==> src/rtl/hilo_pwm_pkg.sv <==
package hilo_pwm_pkg;
  localparam int CNT_W  = 16;
  localparam int DIV_W  = 7;
  localparam int NSRC   = 4;
  localparam int SEL_W  = $clog2(NSRC);
  localparam int NCH    = 2;
  localparam int WORD_W = 32;

  typedef struct packed {
    logic             en;
    logic             gate;
    logic             inv;
    logic             cnst;
    logic [SEL_W-1:0] sel;
    logic [DIV_W-1:0] div;
  } chan_cfg_t;

  // control-word fields of channel ch
  function automatic chan_cfg_t decode_cfg(input logic [WORD_W-1:0] ctl, input int ch);
    chan_cfg_t c;
    c.en   = ctl[ch];
    c.sel  = ctl[4 + 2*ch +: SEL_W];
    c.div  = ctl[8 + 8*ch +: DIV_W];
    c.gate = ctl[15 + 8*ch];
    c.inv  = ctl[26 + ch];
    c.cnst = ctl[28 + ch];
    return c;
  endfunction

  // a zero count still occupies one tick
  function automatic logic [CNT_W-1:0] phase_len(input logic [CNT_W-1:0] n);
    return (n == '0) ? CNT_W'(1) : n;
  endfunction

  // un-inverted level from latched counts and current phase
  function automatic logic wave_level(input logic cnst, input logic [CNT_W-1:0] hi,
                                      input logic [CNT_W-1:0] lo, input logic in_hi);
    if (hi == '0 && (cnst || lo == '0)) return 1'b0;
    if (cnst && lo == '0)               return 1'b1;
    return in_hi;
  endfunction
endpackage

==> src/rtl/hilo_pwm_regs.sv <==
module hilo_pwm_regs
  import hilo_pwm_pkg::*;
(
  input  logic              clk,
  input  logic              rst_n,
  input  logic [1:0]        bus_addr,
  input  logic              bus_we,
  input  logic [WORD_W-1:0] bus_wdata,
  output logic [WORD_W-1:0] bus_rdata,
  output logic [WORD_W-1:0] cnt_word [NCH],
  output logic [WORD_W-1:0] ctl_word
);
  localparam logic [1:0] CTL_ADDR = 2'd2;

  for (genvar g = 0; g < NCH; g++) begin : g_cnt
    always_ff @(posedge clk or negedge rst_n) begin
      if (!rst_n)                                cnt_word[g] <= '0;
      else if (bus_we && bus_addr == 2'(g))      cnt_word[g] <= bus_wdata;
    end
  end

  always_ff @(posedge clk or negedge rst_n) begin
    if (!rst_n)                              ctl_word <= '0;
    else if (bus_we && bus_addr == CTL_ADDR) ctl_word <= bus_wdata;
  end

  always_comb begin
    case (bus_addr)
      2'd0:     bus_rdata = cnt_word[0];
      2'd1:     bus_rdata = cnt_word[1];
      CTL_ADDR: bus_rdata = ctl_word;
      default:  bus_rdata = '0;
    endcase
  end

  assert_ctl_write_R10: assert property (@(posedge clk) disable iff (!rst_n)
    bus_we && bus_addr == CTL_ADDR |=> ctl_word == $past(bus_wdata));
endmodule

==> src/rtl/hilo_pwm_prescale.sv <==
module hilo_pwm_prescale
  import hilo_pwm_pkg::*;
(
  input  logic             clk,
  input  logic             rst_n,
  input  logic             active,
  input  logic [NSRC-1:0]  src_tick,
  input  logic [SEL_W-1:0] sel,
  input  logic [DIV_W-1:0] div,
  output logic             tick_o
);
  logic [DIV_W-1:0] pcnt;
  logic             src_sel;
  logic             wrap;

  assign src_sel = src_tick[sel];
  assign wrap    = (pcnt >= div);
  assign tick_o  = active && src_sel && wrap;

  always_ff @(posedge clk or negedge rst_n) begin
    if (!rst_n)       pcnt <= '0;
    else if (!active) pcnt <= '0;
    else if (src_sel) pcnt <= wrap ? '0 : pcnt + 1'b1;
  end

  assert_wrap_R3: assert property (@(posedge clk) disable iff (!rst_n)
    tick_o |=> pcnt == '0);
endmodule

==> src/rtl/hilo_pwm_engine.sv <==
module hilo_pwm_engine
  import hilo_pwm_pkg::*;
(
  input  logic             clk,
  input  logic             rst_n,
  input  logic             active,
  input  logic             tick,
  input  logic             cnst,
  input  logic             inv,
  input  logic [CNT_W-1:0] shadow_hi,
  input  logic [CNT_W-1:0] shadow_lo,
  output logic             out_o
);
  logic             in_hi;
  logic [CNT_W-1:0] cnt, hi_q, lo_q;
  logic [CNT_W-1:0] cur_len;
  logic             phase_done;
  logic             period_end;

  assign cur_len    = in_hi ? phase_len(hi_q) : phase_len(lo_q);
  assign phase_done = tick && (cnt == cur_len - 1'b1);
  assign period_end = phase_done && !in_hi;

  always_ff @(posedge clk or negedge rst_n) begin
    if (!rst_n) begin
      in_hi <= 1'b1; cnt <= '0; hi_q <= '0; lo_q <= '0;
    end else if (!active) begin
      in_hi <= 1'b1; cnt <= '0; hi_q <= shadow_hi; lo_q <= shadow_lo;
    end else if (phase_done) begin
      cnt <= '0;
      in_hi <= !in_hi;
      if (!in_hi) begin
        hi_q <= shadow_hi;
        lo_q <= shadow_lo;
      end
    end else if (tick) begin
      cnt <= cnt + 1'b1;
    end
  end

  assign out_o = active ? (wave_level(cnst, hi_q, lo_q, in_hi) ^ inv) : inv;

  assert_restart_R5: assert property (@(posedge clk) disable iff (!rst_n)
    !active |=> in_hi && cnt == '0);
  assert_cnt_bound_R2: assert property (@(posedge clk) disable iff (!rst_n)
    active |-> cnt < cur_len);
  assert_const_low_R7: assert property (@(posedge clk) disable iff (!rst_n)
    active && cnst && hi_q == '0 |-> out_o == inv);
  assert_shadow_hold_R9: assert property (@(posedge clk) disable iff (!rst_n)
    active && !period_end |=> $stable(hi_q) && $stable(lo_q));
endmodule

==> src/rtl/hilo_pwm_pair.sv <==
module hilo_pwm_pair
  import hilo_pwm_pkg::*;
(
  input  logic              clk,
  input  logic              rst_n,
  input  logic [1:0]        bus_addr,
  input  logic              bus_we,
  input  logic [WORD_W-1:0] bus_wdata,
  output logic [WORD_W-1:0] bus_rdata,
  input  logic [NSRC-1:0]   src_tick,
  output logic [NCH-1:0]    pwm_out
);
  logic [WORD_W-1:0] cnt_word [NCH];
  logic [WORD_W-1:0] ctl_word;

  hilo_pwm_regs u_regs (
    .clk(clk), .rst_n(rst_n), .bus_addr(bus_addr), .bus_we(bus_we),
    .bus_wdata(bus_wdata), .bus_rdata(bus_rdata),
    .cnt_word(cnt_word), .ctl_word(ctl_word)
  );

  for (genvar g = 0; g < NCH; g++) begin : g_ch
    chan_cfg_t cfg;
    logic      active;
    logic      tick;

    assign cfg    = decode_cfg(ctl_word, g);
    assign active = cfg.en && cfg.gate;

    hilo_pwm_prescale u_pre (
      .clk(clk), .rst_n(rst_n), .active(active), .src_tick(src_tick),
      .sel(cfg.sel), .div(cfg.div), .tick_o(tick)
    );

    hilo_pwm_engine u_eng (
      .clk(clk), .rst_n(rst_n), .active(active), .tick(tick),
      .cnst(cfg.cnst), .inv(cfg.inv),
      .shadow_hi(cnt_word[g][WORD_W-1 -: CNT_W]),
      .shadow_lo(cnt_word[g][CNT_W-1:0]),
      .out_o(pwm_out[g])
    );

    assert_idle_inv_R6: assert property (@(posedge clk) disable iff (!rst_n)
      !active |-> pwm_out[g] == ctl_word[26 + g]);
  end
endmodule

==> config.mk <==
export PLATFORM = sky130hd
export DESIGN_NAME = hilo_pwm_pair
export DESIGN_NICKNAME = d
export VERILOG_FILES = /design/src/rtl/hilo_pwm_pkg.sv /design/src/rtl/hilo_pwm_regs.sv /design/src/rtl/hilo_pwm_prescale.sv /design/src/rtl/hilo_pwm_engine.sv /design/src/rtl/hilo_pwm_pair.sv
export SDC_FILE = /design/constraint.sdc
export NUM_CORES = 1
export LEC_CHECK = 0
export BUFFER_PORTS_ARGS = -buffer_cell sky130_fd_sc_hd__clkbuf_2
export CORE_UTILIZATION = 40
export DETAILED_ROUTE_END_ITERATION = 16
export PLACE_DENSITY = 0.56
export SYNTH_ARGS = -nofsm -noshare
export SYNTH_HDL_FRONTEND = slang
export SYNTH_SLANG_ARGS = --single-unit
==> constraint.sdc <==
create_clock -name clk -period 5.57 [get_ports clk]
set_clock_uncertainty 0.2 [all_clocks]
set_input_delay 1.3925 -clock clk [delete_from_list [all_inputs] [get_ports clk]]
set_output_delay 1.3925 -clock clk [all_outputs]
set_load 0.1 [all_outputs]
# [Yosys cells after proc, flatten, opt, wreduce, memory -nomap -nowiden]
# Index checks and enable logic that the tools add are counted.
[word_totals] register_bits=208 input_bits=41 output_inout_bits=34
[classes] n_addsub=6 n_lt_le_gt_ge=4 n_eq_ne=12 n_mux=55 bitwise_logic=2 reduce_logical=26
[ops] cell="16-bit 2-to-1 mux" n=24
[ops] cell="32-bit case mux with 3 select lines" n=1
[ops] cell="16-bit logical NOT" n=4
[ops] cell="7-bit 2-to-1 mux" n=6
[ops] cell="16-bit by 1-bit adder with 16-bit output (second input constant)" n=2
[ops] cell="16-bit == test" n=2
[ops] cell="16-bit by 1-bit subtractor with 16-bit output (second input constant)" n=2
[ops] cell="1-bit 2-to-1 mux" n=22
[ops] cell="1-bit logical AND" n=15
[ops] cell="7-bit by 1-bit adder with 7-bit output (second input constant)" n=2
[ops] cell="7-bit greater-or-equal comparator" n=2
[ops] cell="2-bit inequality test (second input constant)" n=6
[ops] cell="2-bit by 3-bit < comparator with 1-bit output (second input constant)" n=2
[ops] cell="3-bit inequality test (second input constant)" n=2
[ops] cell="1-bit binary-select mux with 2-bit select" n=2
[ops] cell="2-bit AND reduction" n=2
[ops] cell="2-bit by 1-bit == test with 1-bit output (second input constant)" n=1
[ops] cell="2-bit == test (second input constant)" n=1
[ops] cell="1-bit logical NOT" n=2
[ops] cell="2-bit logical NOT" n=1
[ops] cell="1-bit logical OR" n=2
[ops] cell="1-bit XOR" n=2

# [Logic depth before layout (Yosys ltp)]
[depth] ltp_word=9 depth_mapped=18

# [Cells and area by module]
# Synthesis repeated with hierarchy kept, for this count alone.
[unflattened] cells_unflattened=979 area_unflattened_um2=11826.3
[by_module_without_submodules] mod="hilo_pwm_engine" instances=2 cells_each=285 area_each_um2=3159.3 seq_area_each_um2=1227.4
[by_module_without_submodules] mod="hilo_pwm_regs" instances=1 cells_each=281 area_each_um2=4270.3 seq_area_each_um2=2402.3
[by_module_without_submodules] mod="hilo_pwm_prescale at g_ch[1].u_pre" instances=1 cells_each=63 area_each_um2=614.3 seq_area_each_um2=175.2
[by_module_without_submodules] mod="hilo_pwm_prescale at g_ch[0].u_pre" instances=1 cells_each=63 area_each_um2=610.6 seq_area_each_um2=175.2
[by_module_without_submodules] mod="hilo_pwm_pair" instances=1 cells_each=2 area_each_um2=12.5 seq_area_each_um2=0.0

# [Least setup slack after synthesis]
# No wires, ideal clock.
[synth_path] path_kind="in2out" start="input port bus_addr[1]" end="output port bus_rdata[0]" arrival_ns=4.378 required_time_ns=3.978 setup_slack_ns=-0.400 cell_stages=4 path_cell_list="clkbuf_1 -> clkbuf_1 -> mux2i_1 -> o21ai_0"
[synth_via] elab_chain_cells=2
[synth_rtl] item="start, declared" line_no="hilo_pwm_pair.sv:6" rtl="input logic [1:0] bus_addr,"
[synth_rtl] item="2-bit == test, or another cell as far along" line_no="hilo_pwm_regs.sv:28" rtl="case (bus_addr)"
[synth_rtl] item="32-bit case mux with 3 select lines (*)" line_no="hilo_pwm_regs.sv:28"
[synth_rtl] item="end, declared" line_no="hilo_pwm_pair.sv:9" rtl="output logic [WORD_W-1:0] bus_rdata,"
# Every way passes the cells marked *; elsewhere a longest branch is shown, timed or not.

# [Worst setup path after layout]
[layout_path] start="register g_ch[1].u_eng.lo_q[3]" end="register g_ch[1].u_eng.hi_q[15]"
[layout_via] elab_chain_cells=8
[layout_rtl] item="start, declared" line_no="hilo_pwm_engine.sv:15" rtl="logic [CNT_W-1:0] cnt, hi_q, lo_q;"
[layout_rtl] item="start signal, assigned" line_no="hilo_pwm_engine.sv:34" rtl="lo_q <= shadow_lo;"
[layout_rtl] item="16-bit logical NOT" line_no="hilo_pwm_pkg.sv:32" rtl="return (n == '0) ? CNT_W'(1) : n;"
[layout_rtl] item="16-bit 2-to-1 mux (*)" line_no="hilo_pwm_pkg.sv:32"
[layout_rtl] item="16-bit 2-to-1 mux (*)" line_no="hilo_pwm_engine.sv:20" rtl="assign cur_len = in_hi ? phase_len(hi_q) : phase_len(lo_q);"
[layout_rtl] item="16-bit by 1-bit subtractor with 16-bit output (*)" line_no="hilo_pwm_engine.sv:21" rtl="assign phase_done = tick && (cnt == cur_len - 1'b1);"
[layout_rtl] item="16-bit == test (*)" line_no="hilo_pwm_engine.sv:21"
[layout_rtl] item="1-bit logical AND (*)" line_no="hilo_pwm_engine.sv:21"
[layout_rtl] item="2-bit inequality test (no source line) (*)"
[layout_rtl] item="2-bit AND reduction (no source line) (*)"
[layout_rtl] item="end signal, assigned" line_no="hilo_pwm_engine.sv:33" rtl="hi_q <= shadow_hi;"
[layout_rtl] item="end, declared" line_no="hilo_pwm_engine.sv:15"
# Marks and branches as above.
# A chain may end at the register's enable or synchronous reset.

==> results.md <==
* Status: complete, no violations
* Core ar. at 28000 um2
* RePlAce Congestion at 0.899
* Tightest Pin Transition at 0.763 ns
* RSZ-0062 raised after global routing: false
* Buffers on Ports at 74
* First-pass GRT wire length at 46900 um
* Clock buffer count from CTS at 24
* P_leak at 6.01 nW
* Most frequent cells in the layout: dfrtp_1 (206), mux2_2 (101), nand2_1 (72)
* Internal at 3.46 mW
* Clock transition at the registers of the reported paths at 0.06 ns
* Rel. slew slack at 49.1%
* Mapped Cells at 1026
* Crit path DAT at 4.91 ns
* Share of layout cells above drive strength 1 at 25.8%
* Sink Count at 208
* Sequential cell area fraction in the yosys report at 45.3%
* Main synth FF type: dfrtp_1
* Clock share of power at 30.0%
* Synth cell types at 71
* CP Capture Type: flip-flop
* # diodes at 0
* Syn_area_per_cell at 11.2 um2
* Final setup TNS at 0 ns
* Comb pwr share at 29.9%
* Pwr/cell area at 394 nW/um2
* Post-route ant nets at 0
* Commonest non-fill, non-tap cell in the layout: dfrtp_1
* Switching Fraction at 35.1%
* H-Tree Depth at 1
* Die Wd at 172 um
* Initial core utilization at 41.0%
* CTS resizes at 0
* Mapped cell area at 11500 um2
* Crit start category: flip-flop
* Vias per Instance at 5.45
* Grt ovf at 0
* VDD IR max at 0.254 mV
* Sw Pwr at 1.88 mW
* Residual DRC count at 0
* Area growth from synthesis to layout at 17.8%
* Top-area cell type share of the netlist area at 44.8%
* Peak Freq at 0.212 GHz
* Chip height at 172 um
* Largest net degree at the start of global routing at 97
* Largest area contributor in the netlist: dfrtp_1
* Initial DRT Pass Iterations at 5
* Row count at 61
* Hold buffer count at CTS at 0
* Asr flop ratio synth at 100%
* Warnings from Yosys at 0
* Max_cap viols at 0
* Critical path type: reg -> reg
* Yosys reg bits at 208
* Vias in the first global route at 8077
* Critical path fanouts, max at 32
* Sequential fraction of design power at 40.1%
* DR vias at 8146
* Clock root buffer: clkbuf_16
* Final period util at 84.6%
* Worst Path Required at 5.76 ns
* Hold Vio Cnt, Final at 0
* Number of synthesized flops with an enable pin at 0
* Layout Nets at 1160
* Synth area leaders: dfrtp_1 (45%), mux2_2 (9.9%), mux2i_1 (5.6%)
* Slew Limit Fails at 0
* Final Total Pwr at 5.34 mW
* Final setup violation count at 0
* Post-detail-place hpwl at 21400 um
* Die ar. at 29400 um2
* Min-Delay Path Class: reg -> reg
* DR WL/cell at 19.6 um
* Initial antenna violation count at 1
* CTS tree: yes
* Worst skew pair latency at 0.51 ns
* Core Util, Final at 48.4%
* Tmin final at 4.71 ns
* Clock buffer depth at 3
* WL final at 29200 um
* Total Routing Usage GR at 20.8%
* I/O pin total at 75
* Iter 0 DRT Violations at 514
* Mapped Nets at 1087
* Setup Buffers After CTS at 0
==> critical path: stages (launching register included) <==
cell and delay, ns:
dfrtp_1 0.43, nor4_1 0.30, nand2_1 0.13, o31ai_1 0.57, nand2_1 0.21, ha_1 0.30
xnor2_1 0.18, xnor2_1 0.14, o211a_1 0.18, nand3_1 0.06, or4_1 0.47, nor4_1 0.21
nand3_1 0.20, o31ai_4 0.20, buf_4 0.41, mux2_2 0.39
==> worst paths after layout <==
path                                                    from  cells after the start                                 end  slack [ns]
max                        g_ch[1].u_eng.lo_q[3]$_DFFE_PN0P_                     15  g_ch[1].u_eng.hi_q[15]$_DFFE_PN0P_        0.86
min                           u_regs.ctl_word[2]$_DFFE_PN0P_                      1      u_regs.ctl_word[2]$_DFFE_PN0P_        0.31
max reg2reg                g_ch[1].u_eng.lo_q[3]$_DFFE_PN0P_                     15  g_ch[1].u_eng.hi_q[15]$_DFFE_PN0P_        0.86
min reg2reg                   u_regs.ctl_word[2]$_DFFE_PN0P_                      1      u_regs.ctl_word[2]$_DFFE_PN0P_        0.31
max in group asynchronous                              rst_n                      2  g_ch[0].u_eng.lo_q[13]$_DFFE_PN0P_        3.48
min in group asynchronous                              rst_n                      1     u_regs.cnt_word[30]$_DFFE_PN0P_        0.68
==> layout make-up <==
cell class | instances | area [um2]
sequential | 208 | 5210
clock inverter | 8 | 92.6
timing repair buffer | 92 | 996
clock buffer | 36 | 717
fill | 2553 | 14500
inverter | 24 | 90.1
multi-input combinational | 749 | 5970
tap | 378 | 473
==> metal layers <==
metal  vias to the layer above  part of all wire, %  GRT usage (%)
met4                         2                  1.7           4.15
met2                       184                   45           32.4
met5                         -                0.041              0
li1                       3854                    -              -
met3                        33                  4.3           3.04
met1                      4073                   49           30.6
==> power by group through the flow <==
stage / logic (mW) / clock network (mW) / registers, mW
after global routing: 1.72 / 1.71 / 2.18
after floorplan: 1.20 / 0 / 2.00
after detailed placement: 1.60 / 0 / 2.16
after global placement: 1.59 / 0 / 2.15
after CTS: 1.61 / 1.64 / 2.14
final: 1.60 / 1.60 / 2.14
==> registers in the layout (all words and copies together), names as in the netlist <==
signal and count:
g_ch.u_eng.cnt 32, g_ch.u_eng.hi_q 32, g_ch.u_eng.in_hi 2, g_ch.u_eng.lo_q 32, g_ch.u_pre.pcnt 14, u_regs.cnt_word 64
u_regs.ctl_word 32
==> metrics by stage <==
stage	worst slack, ns	area, um2	hold WS, ns	cells
3_5_place_dp	0.894	12700	0.296	1451
6_report	0.857	13500	0.309	1495
2_1_floorplan	0.122	11500	0.264	1026
5_1_grt	0.520	13500	0.326	1495
4_1_cts	0.863	13500	0.309	1495
3_3_place_gp	0.977	12700	0.284	1451
==> synthesized netlist by cell type, types with 7 or more instances <==
cell      number
and3_1        13
a21oi_1       20
mux2_1        30
nand2b_1       7
mux2_2       101
inv_1         24
nor2_1        50
nand2_1       72
buf_2          8
mux2_4        30
xor2_1        39
and2_1        13
nand3_1       28
nor3b_1        9
xnor2_1       40
or3_1          9
ha_1          20
clkbuf_1      21
nor3_1        32
o21ai_0       57
or4_1          9
nor4_1        11
buf_6          7
mux2i_1       64
dfrtp_1      206
nand4_1        9
==> kinds of logic (layout without fill, tap and decap cells) <==
logic type      count (synthesis)  count (layout)  share of synthesized area, %
compound gates                134             134                          7.65
xor+xnor                       79              79                          6.02
fa+ha+maj                      20              20                          2.18
buf+inv                        69             160                          2.94
flops                         208             208                          45.3
mux                           227             227                          22.7
simple gates                  289             289                          13.2
No activity file was read; power rests on OpenSTA's default activity.
